==> src/rtl/systimer_pkg.sv <==
package systimer_pkg;
  // Control register bit positions (software-visible layout)
  localparam int unsigned CTL_RUN_BIT  = 0;
  localparam int unsigned CTL_IE_BIT   = 1;
  localparam int unsigned CTL_PEND_BIT = 2;
  localparam int unsigned CTL_CLR_BIT  = 4;
endpackage

==> src/rtl/systimer_ctrl.sv <==
module systimer_ctrl (
  input  logic clk,
  input  logic rst_n,
  input  logic wr_i,      // control register write this cycle
  input  logic run_bit_i,
  input  logic ie_bit_i,
  input  logic clr_bit_i,
  input  logic done_i,    // countdown expired this cycle
  output logic run_o,
  output logic ie_o,
  output logic pend_o
);
  logic run_q, ie_q, pend_q;
  logic run_d, ie_d, pend_d;
  logic gate;
  logic run_ce, ie_ce, pend_ce;

  assign gate = wr_i & (run_bit_i | run_q);

  always_comb begin
    run_d  = run_bit_i;
    ie_d   = ie_bit_i;
    pend_d = pend_q;
    if (gate && clr_bit_i) pend_d = 1'b0;
    if (done_i)            pend_d = 1'b1;
  end

  assign run_ce  = wr_i;
  assign ie_ce   = gate;
  assign pend_ce = done_i | (gate & clr_bit_i);

  always_ff @(posedge clk or negedge rst_n) begin
    if (!rst_n) begin
      run_q  <= 1'b0;
      ie_q   <= 1'b0;
      pend_q <= 1'b0;
    end else begin
      if (run_ce)  run_q  <= run_d;
      if (ie_ce)   ie_q   <= ie_d;
      if (pend_ce) pend_q <= pend_d;
    end
  end

  assign run_o  = run_q;
  assign ie_o   = ie_q;
  assign pend_o = pend_q;


  clr_chk: assert property (@(posedge clk) disable iff (!rst_n)
    (gate && clr_bit_i && !done_i) |=> !pend_q);

  ie_gate_chk: assert property (@(posedge clk) disable iff (!rst_n)
    (wr_i && !run_bit_i && !run_q) |=> $stable(ie_q));

  pend_src_chk: assert property (@(posedge clk) disable iff (!rst_n)
    $rose(pend_q) |-> $past(done_i));
endmodule

==> src/rtl/systimer_count.sv <==
module systimer_count #(
  parameter int unsigned CNT_W     = 32,
  parameter int unsigned MIN_TICKS = 3
) (
  input  logic             clk,
  input  logic             rst_n,
  input  logic             run_i,
  input  logic             tick_i,
  input  logic             load_i,
  input  logic [CNT_W-1:0] load_val_i,
  output logic [CNT_W-1:0] cnt_o,
  output logic             done_o
);
  localparam logic [CNT_W-1:0] MIN_V = CNT_W'(MIN_TICKS);
  localparam logic [CNT_W-1:0] ONE_V = CNT_W'(1);

  logic [CNT_W-1:0] cnt_q, cnt_d;
  logic             act_q, act_d;
  logic             cnt_ce, done;

  always_comb begin
    cnt_d  = cnt_q;
    act_d  = act_q;
    done   = 1'b0;
    cnt_ce = 1'b0;
    if (load_i) begin
      cnt_d  = (load_val_i < MIN_V) ? MIN_V : load_val_i;
      act_d  = 1'b1;
      cnt_ce = 1'b1;
    end else if (!run_i) begin
      act_d = 1'b0;
    end else if (act_q && tick_i) begin
      cnt_d  = cnt_q - ONE_V;
      cnt_ce = 1'b1;
      if (cnt_q == ONE_V) begin
        act_d = 1'b0;
        done  = 1'b1;
      end
    end
  end

  always_ff @(posedge clk or negedge rst_n) begin
    if (!rst_n) begin
      cnt_q <= '0;
      act_q <= 1'b0;
    end else begin
      act_q <= act_d;
      if (cnt_ce) cnt_q <= cnt_d;
    end
  end

  assign cnt_o  = cnt_q;
  assign done_o = done;


  idle_hold_chk: assert property (@(posedge clk) disable iff (!rst_n)
    (!tick_i && !load_i) |=> $stable(cnt_q));

  min_load_chk: assert property (@(posedge clk) disable iff (!rst_n)
    load_i |=> (cnt_q >= MIN_V));

  no_reload_chk: assert property (@(posedge clk) disable iff (!rst_n)
    (cnt_q == '0 && !load_i) |=> (cnt_q == '0));
endmodule

==> src/rtl/oneshot_systimer.sv <==
module oneshot_systimer #(
  parameter int unsigned ADDR_W    = 8,
  parameter int unsigned DATA_W    = 32,
  parameter int unsigned CNT_W     = 32,
  parameter int unsigned MIN_TICKS = 3,
  parameter logic [ADDR_W-1:0] CTRL_OFS  = ADDR_W'('h40),
  parameter logic [ADDR_W-1:0] VALUE_OFS = ADDR_W'('h44)
) (
  input  logic              clk,
  input  logic              rst_n,
  input  logic [ADDR_W-1:0] bus_addr,
  input  logic [DATA_W-1:0] bus_wdata,
  input  logic              bus_we,
  output logic [DATA_W-1:0] bus_rdata,
  input  logic              tick_en,
  output logic              irq
);
  import systimer_pkg::*;

  logic             ctl_wr, val_wr, load;
  logic             run, ie, pend, done;
  logic [CNT_W-1:0] cnt;

  assign ctl_wr = bus_we && (bus_addr == CTRL_OFS);
  assign val_wr = bus_we && (bus_addr == VALUE_OFS);
  assign load   = val_wr && run;

  systimer_ctrl u_ctrl (
    .clk       (clk),
    .rst_n     (rst_n),
    .wr_i      (ctl_wr),
    .run_bit_i (bus_wdata[CTL_RUN_BIT]),
    .ie_bit_i  (bus_wdata[CTL_IE_BIT]),
    .clr_bit_i (bus_wdata[CTL_CLR_BIT]),
    .done_i    (done),
    .run_o     (run),
    .ie_o      (ie),
    .pend_o    (pend)
  );

  systimer_count #(
    .CNT_W     (CNT_W),
    .MIN_TICKS (MIN_TICKS)
  ) u_count (
    .clk        (clk),
    .rst_n      (rst_n),
    .run_i      (run),
    .tick_i     (tick_en),
    .load_i     (load),
    .load_val_i (bus_wdata[CNT_W-1:0]),
    .cnt_o      (cnt),
    .done_o     (done)
  );

  always_comb begin
    bus_rdata = '0;
    if (bus_addr == CTRL_OFS) begin
      bus_rdata[CTL_RUN_BIT]  = run;
      bus_rdata[CTL_IE_BIT]   = ie;
      bus_rdata[CTL_PEND_BIT] = pend;
    end else if (bus_addr == VALUE_OFS) begin
      bus_rdata = DATA_W'(cnt);
    end
  end

  assign irq = pend & ie;


  val_ignore_chk: assert property (@(posedge clk) disable iff (!rst_n)
    (val_wr && !run) |=> $stable(cnt));

  irq_hold_chk: assert property (@(posedge clk) disable iff (!rst_n)
    (irq && !ctl_wr) |=> irq);

  stop_chk: assert property (@(posedge clk) disable iff (!rst_n)
    (ctl_wr && run && bus_wdata == '0) |=> (!run && !ie && $stable(pend)));
endmodule

==> config.mk <==
export PLATFORM = sky130hd
export DESIGN_NAME = oneshot_systimer
export DESIGN_NICKNAME = d
export VERILOG_FILES = /design/src/rtl/systimer_pkg.sv /design/src/rtl/systimer_ctrl.sv /design/src/rtl/systimer_count.sv /design/src/rtl/oneshot_systimer.sv
export SDC_FILE = /design/constraint.sdc
export NUM_CORES = 1
export LEC_CHECK = 0
export BUFFER_PORTS_ARGS = -buffer_cell sky130_fd_sc_hd__buf_2
export CAP_MARGIN = 20
export CORE_MARGIN = 3
export CORE_UTILIZATION = 57
export DETAILED_ROUTE_END_ITERATION = 10
export PLACE_DENSITY = 0.85
export SETUP_SLACK_MARGIN = 0.1
export SLEW_MARGIN = 20
export SYNTH_ARGS = -nofsm -noshare
export SYNTH_HDL_FRONTEND = slang
export SYNTH_SLANG_ARGS = --single-unit
export TNS_END_PERCENT = 30
==> constraint.sdc <==
create_clock -name clk -period 4.5 [get_ports clk]
set_clock_uncertainty 0.15 [all_clocks]
set_input_delay 0.45 -clock clk [delete_from_list [all_inputs] [get_ports clk]]
set_output_delay 0.45 -clock clk [all_outputs]
set_load 0.01 [all_outputs]
Yosys cells after proc, flatten, opt, wreduce, memory -nomap -nowiden
Index checks and enable logic that the tools add are counted.
{"block": "classes", "addsub": 1, "n_lt_le_gt_ge": 1, "n_eq_ne": 5, "mux": 20, "n_bitwise": 5, "reduce_logical": 11}
{"cell": "$mux 32", "n": 5}
{"cell": "$eq 32x1->1 const B", "n": 1}
{"cell": "$lt 32x2->1 const B", "n": 1}
{"cell": "$sub 32x1->32 const B", "n": 1}
{"cell": "$mux 29", "n": 1}
{"cell": "$eq 8x7->1 const B", "n": 2}
{"cell": "$mux 1", "n": 13}
{"cell": "$ne 3x2->1 const B", "n": 2}
{"cell": "$reduce_bool 2->1", "n": 3}
{"cell": "$logic_and 1x1->1", "n": 5}
{"cell": "$reduce_and 2->1", "n": 2}
{"cell": "$and 1x1->1", "n": 3}
{"cell": "$mux 3", "n": 1}
{"cell": "$reduce_and 3->1", "n": 1}
{"cell": "$or 1x1->1", "n": 2}
{"block": "word_totals", "regBits": 36, "input_bits": 44, "output_inout_bits": 33, "word_cells": 48}

Logic depth before layout (Yosys ltp)
{"block": "depth", "ltp_word": 7, "mapped_depth": 9}

Cells and area by module
From an unflattened synthesis, not the netlist that was laid out.
{"block": "unflattened", "cells_unflattened": 317, "area_unflattened_um2": 2748.9}
{"mod": "systimer_count", "n_inst": 1, "cells_per_inst": 229, "area_each_um2": 2040.7, "seq_area_each_um2": 825.8}
{"mod": "oneshot_systimer", "n_inst": 1, "cells_per_inst": 80, "area_each_um2": 590.6, "seq_area_each_um2": 0.0}
{"mod": "systimer_ctrl", "n_inst": 1, "cells_per_inst": 8, "area_each_um2": 117.6, "seq_area_each_um2": 75.1}

Least setup slack after synthesis
OpenSTA, ideal clock, no wires.
{"block": "synth_path", "path_kind": "reg2reg", "startpoint": "register u_count.cnt_q[0], in the netlist u_count.cnt_o[0]", "endpoint": "register u_count.cnt_q[30], in the netlist u_count.cnt_o[30]", "setup_ns": 0.130, "arrival_ns": 2.065, "required_time_ns": 4.220, "path_slack_ns": 2.155, "stages_incl_launch_ff": 8, "n_path_buf": 0, "synth_period_minus_slack_ns": 2.345, "cell_sequence": "dfrtp_1 inv_1 ha_1 nor3b_1 nand3_1 or3_1 or4_1 nor3b_1"}
{"block": "synth_between", "elab_chain_len": 4}
{"element": "start: declaration", "line_no": "systimer_count.sv:17", "text": "logic [CNT_W-1:0] cnt_q, cnt_d;"}
{"element": "start signal: assignment", "line_no": "systimer_count.sv:48", "text": "if (cnt_ce) cnt_q <= cnt_d;"}
{"element": "$sub 32x1->32", "line_no": "systimer_count.sv:33", "text": "cnt_d = cnt_q - ONE_V;"}
{"element": "$mux 32", "line_no": "systimer_count.sv:32", "text": "end else if (act_q && tick_i) begin"}
{"element": "$mux 32", "line_no": "systimer_count.sv:30", "text": "end else if (!run_i) begin"}
{"element": "$mux 32", "line_no": "systimer_count.sv:26", "text": "if (load_i) begin"}
No other way between the ends. The select of a mux whose other input is x is not followed.
A chain may end at the register's enable or synchronous reset.

Worst setup path after layout
Same ends and word-level chain as after synthesis.

==> impl_table.tex <==
\begin{tabular}{lr}
\hline
Metric & Value \\
\hline
\multicolumn{2}{l}{\textbf{Run status}} \\
\quad Outcome & complete, no violations \\
\multicolumn{2}{l}{\textbf{Global routing}} \\
\quad All-Layer GR Usage & 0.333 \\
\quad Overflow left after global routing & 0 \\
\quad Largest net degree at the start of global routing & 37 \\
\quad Initial antenna violation count & 0 \\
\quad Global-route wire length before repair & 14200 um \\
\quad Via count of the first global-routing pass & 2836 \\
\multicolumn{2}{l}{\textbf{Hold path}} \\
\quad HP Class & primary input to asynchronous set/reset pin \\
\multicolumn{2}{l}{\textbf{Placed design}} \\
\quad Input/output buffers & 76 \\
\quad Pre-CTS setup slack & approximately 1.6 ns \\
\quad Post-detailed-placement half-perimeter wirelength & 6450 um \\
\quad Final GP Congestion & 0.942 \\
\multicolumn{2}{l}{\textbf{Power}} \\
\quad Leakage Power & 1.52 nW \\
\quad Power density normalized to cell area & 197 mW/mm2 \\
\quad Largest vdd supply drop & 147 uV \\
\multicolumn{2}{l}{\textbf{Timing}} \\
\quad Final slew viol count & 0 \\
\quad Final hold violation count & 0 \\
\quad Final setup vio count & 0 \\
\quad Clock period minus final worst setup slack & 3.11 ns \\
\quad Fin worst setup slack & 1.39 ns \\
\quad Maximum clock frequency & 322 MHz \\
\quad Setup repair after global routing missed its margin & false \\
\quad Worst-margin pin slew & $\sim$0.94 ns \\
\quad Final-layout setup total negative slack & 0 ns \\
\quad Worst rel slew slack & 0.374 \\
\quad Fin crit share & 0.691 \\
\multicolumn{2}{l}{\textbf{Critical path}} \\
\quad Reg-to-reg slack, setup & 1.39 ns \\
\quad Required time reported for the critical path endpoint & 4.52 ns \\
\quad Endpoint type of the worst setup path & register \\
\quad Biggest fanout along the worst timing path & 11 \\
\quad Worst EP arrival & 3.13 ns \\
\quad Worst reg-to-reg path cell count & 7 \\
\quad Crit path kind & register to register \\
\quad Critical R2R Launch & u\_count.cnt\_o[0] \\
\quad Crit path launch type & register \\
\quad Reg-to-reg endpoint & u\_count.cnt\_o[30] \\
\multicolumn{2}{l}{\textbf{Routing}} \\
\quad DRC Markers & 0 \\
\quad Detailed Routing Iterations Pass 1 & 5 \\
\quad DRT iter0 DRCs & between 300 and 400 \\
\quad Routed vias & 3192 \\
\quad Post-Route WL & 9150 um \\
\quad Antenna violation net count after detailed routing & 0 \\
\quad Average wire per cell in the routed design & 20.1 um \\
\quad Average vias per placed instance & 7.03 \\
\multicolumn{2}{l}{\textbf{Synthesis}} \\
\quad Flop and latch count out of synthesis & 36 \\
\quad Warning count from the yosys run & 0 \\
\quad Post-Synthesis Net Count & a little under 400 \\
\quad Sequential area share after synthesis & 0.331 \\
\quad Mean instance size in the synthesized netlist & approximately 8.0 um2 \\
\quad Main flop type after synthesis & sky130\_fd\_sc\_hd\_\_dfrtp\_1 \\
\quad Number of synthesized flops with an enable pin & 0 \\
\quad Number of distinct library cells after synthesis & 57 \\
\quad Ys async rst share & 1.00 \\
\quad Cell area after technology mapping & around 0.0027 mm2 \\
\quad Gate Count Post-Synth & 339 \\
\multicolumn{2}{l}{\textbf{Cells and area}} \\
\quad Utilization after layout & 0.712 \\
\quad Fillers & just under 400 \\
\quad Share of post-route cells with drive strength above 1 & 0.246 \\
\quad Total area of multi-input combinational cells & 0.00169 mm2 \\
\quad Most common cell after layout, fill and taps aside & sky130\_fd\_sc\_hd\_\_buf\_2 \\
\quad Commonest cells after routing, fill and taps aside & sky130\_fd\_sc\_hd\_\_buf\_2, sky130\_fd\_sc\_hd\_\_dfrtp\_1, sky130\_fd\_sc\_hd\_\_nand2\_1, sky130\_fd\_sc\_hd\_\_and3\_1, sky130\_fd\_sc\_hd\_\_nor2\_1 \\
\quad Number of inserted diodes & 0 \\
\quad Relative area change from synthesis to final layout & 17.0\% \\
\quad Sequential cell area in the final layout & $\sim$900 um2 \\
\quad Layout Nets & 447 \\
\multicolumn{2}{l}{\textbf{CTS}} \\
\quad Bufs on Longest Clock Path & 2 \\
\quad Total CTS buffers & 5 \\
\quad Clock latency of the later-clocked register in the worst-skew pair & 0.30 ns \\
\quad Post-CTS Setup Repair Bufs & 0 \\
\quad H-tree level count & 2 \\
\quad Hold buffers post-CTS & 0 \\
\quad CTS-repair resized insts & 0 \\
\quad Clock net sink count & 36 \\
\quad Clock tree from TritonCTS & built \\
\quad Clock Tree Root & sky130\_fd\_sc\_hd\_\_clkbuf\_8 \\
\quad Clock transition at the register clock pins on the worst setup and hold paths after CTS & 0.08 ns \\
\multicolumn{2}{l}{\textbf{Floorplanning}} \\
\quad Ports placed on the boundary & 77 \\
\quad Effective utilization at floorplan & 0.608 \\
\quad Vert. Die Dim & about 75 um \\
\quad Total die area & 0.00564 mm2 \\
\quad Core region area & 0.00447 mm2 \\
\quad Die width & around 75 um \\
\quad Row Count & 24 \\
\multicolumn{2}{l}{\textbf{Job}} \\
\quad Max-cap check violation count & 0 \\
\hline
\end{tabular}
==> Yosys cell counts, types with 2 or more instances <==
library cell	number	area, um2
sky130_fd_sc_hd__a21o_1	2	15.0
sky130_fd_sc_hd__o31ai_1	2	15.0
sky130_fd_sc_hd__clkbuf_1	17	63.8
sky130_fd_sc_hd__o21ai_0	19	95.1
sky130_fd_sc_hd__a221oi_1	5	43.8
sky130_fd_sc_hd__o22ai_1	3	18.8
sky130_fd_sc_hd__nor3_1	22	110
sky130_fd_sc_hd__nor4b_1	2	17.5
sky130_fd_sc_hd__nor2_1	24	90.1
sky130_fd_sc_hd__dfrtp_1	36	901
sky130_fd_sc_hd__mux2_2	2	22.5
sky130_fd_sc_hd__inv_1	10	37.5
sky130_fd_sc_hd__nor4_1	15	93.8
sky130_fd_sc_hd__or4b_1	2	20.0
sky130_fd_sc_hd__nand2_1	30	113
sky130_fd_sc_hd__o21a_1	3	22.5
sky130_fd_sc_hd__a211oi_1	4	30.0
sky130_fd_sc_hd__buf_2	5	25.0
sky130_fd_sc_hd__ha_1	2	25.0
sky130_fd_sc_hd__nand3_1	13	65.1
sky130_fd_sc_hd__or4_1	9	67.6
sky130_fd_sc_hd__a21oi_1	22	110
sky130_fd_sc_hd__and2_1	4	25.0
sky130_fd_sc_hd__or3_1	7	43.8
sky130_fd_sc_hd__nand4_1	4	25.0
sky130_fd_sc_hd__or4_4	2	22.5
sky130_fd_sc_hd__xnor2_1	4	35.0
sky130_fd_sc_hd__nand3b_1	2	15.0
sky130_fd_sc_hd__a22oi_1	2	15.0
sky130_fd_sc_hd__nor4_4	2	42.5
sky130_fd_sc_hd__and3_1	27	169
sky130_fd_sc_hd__a32oi_1	2	17.5
sky130_fd_sc_hd__o211ai_1	3	22.5
sky130_fd_sc_hd__nor3b_1	2	15.0
sky130_fd_sc_hd__mux2i_1	3	30.0
sky130_fd_sc_hd__a22o_1	5	43.8
==> worst max-delay path: stages (launching register included) <==
cell	delay, ns
sky130_fd_sc_hd__dfrtp_1	0.45
sky130_fd_sc_hd__inv_1	0.12
sky130_fd_sc_hd__ha_1	0.22
sky130_fd_sc_hd__nor3b_1	0.50
sky130_fd_sc_hd__nand3_1	0.44
sky130_fd_sc_hd__or3_1	0.48
sky130_fd_sc_hd__or4_1	0.47
sky130_fd_sc_hd__nor3b_1	0.15
==> metrics by stage <==
step	total power, mW	cells	instance area (um2)	hold WS, ns
4_1_cts	0.626	454	3180	0.138
6_report	0.627	454	3180	0.110
3_5_place_dp	0.383	446	3090	0.370
2_1_floorplan	0.345	339	2720	0.00441
5_1_grt	0.643	454	3180	0.171
3_3_place_gp	0.382	446	3090	0.367
==> layer usage <==
| metal | vias up | share of wire | global-route usage |
|---|---|---|---|
| met3 | 32 | 0.12 | 0.0654 |
| li1 | 1424 | - | - |
| met1 | 1492 | 0.37 | 0.441 |
| met5 | - | 0 | 0 |
| met2 | 244 | 0.48 | 0.543 |
| met4 | 0 | 0.028 | 0.119 |
==> worst max path at each step <==
stage                     start                 to  depth (start not counted)  slack (ns)
2_1_floorplan  u_count.cnt_o[0]  u_count.cnt_o[30]                          7        2.15
3_3_place_gp   u_count.cnt_o[0]  u_count.cnt_o[30]                          7        1.53
3_5_place_dp   u_count.cnt_o[0]  u_count.cnt_o[30]                          7        1.55
4_1_cts        u_count.cnt_o[0]  u_count.cnt_o[30]                          7        1.50
5_1_grt        u_count.cnt_o[0]  u_count.cnt_o[30]                          7        1.20
6_report       u_count.cnt_o[0]  u_count.cnt_o[30]                          7        1.39
==> cells by family after synthesis <==
kind of cell	share of synthesized area
xor gates and xnor gates	0.0161
AOI/OAI and AO/OA	0.205
adders and majority gates	0.00919
DFF	0.331
buffers and inverters	0.0533
muxes	0.0193
and+or+nand+nor	0.366
==> sequential cells by signal, indices dropped and copies added, names as in the netlist <==
| signal | flops |
|---|---|
| u_count.cnt_o | 32 |
| u_count.act_q | 1 |
| u_ctrl.ie_o | 1 |
| u_ctrl.pend_o | 1 |
| u_ctrl.run_o | 1 |
==> power breakdown <==
group,switching [mW],internal (mW),leakage [nW]
Sequential,0.00308,0.324,0.477
Combinational,0.0305,0.0199,1.00
Clock,0.124,0.125,0.0455
Total,0.158,0.470,1.52
==> layout make-up <==
cell class / count / area share
timing repair buffer: 79 / 0.127
clock buffer: 8 / 0.0283
inverter: 10 / 0.0118
sequential: 36 / 0.283
tap: 52 / 0.0204
multi-input combinational: 269 / 0.530
(Power assumes the default switching activity.)
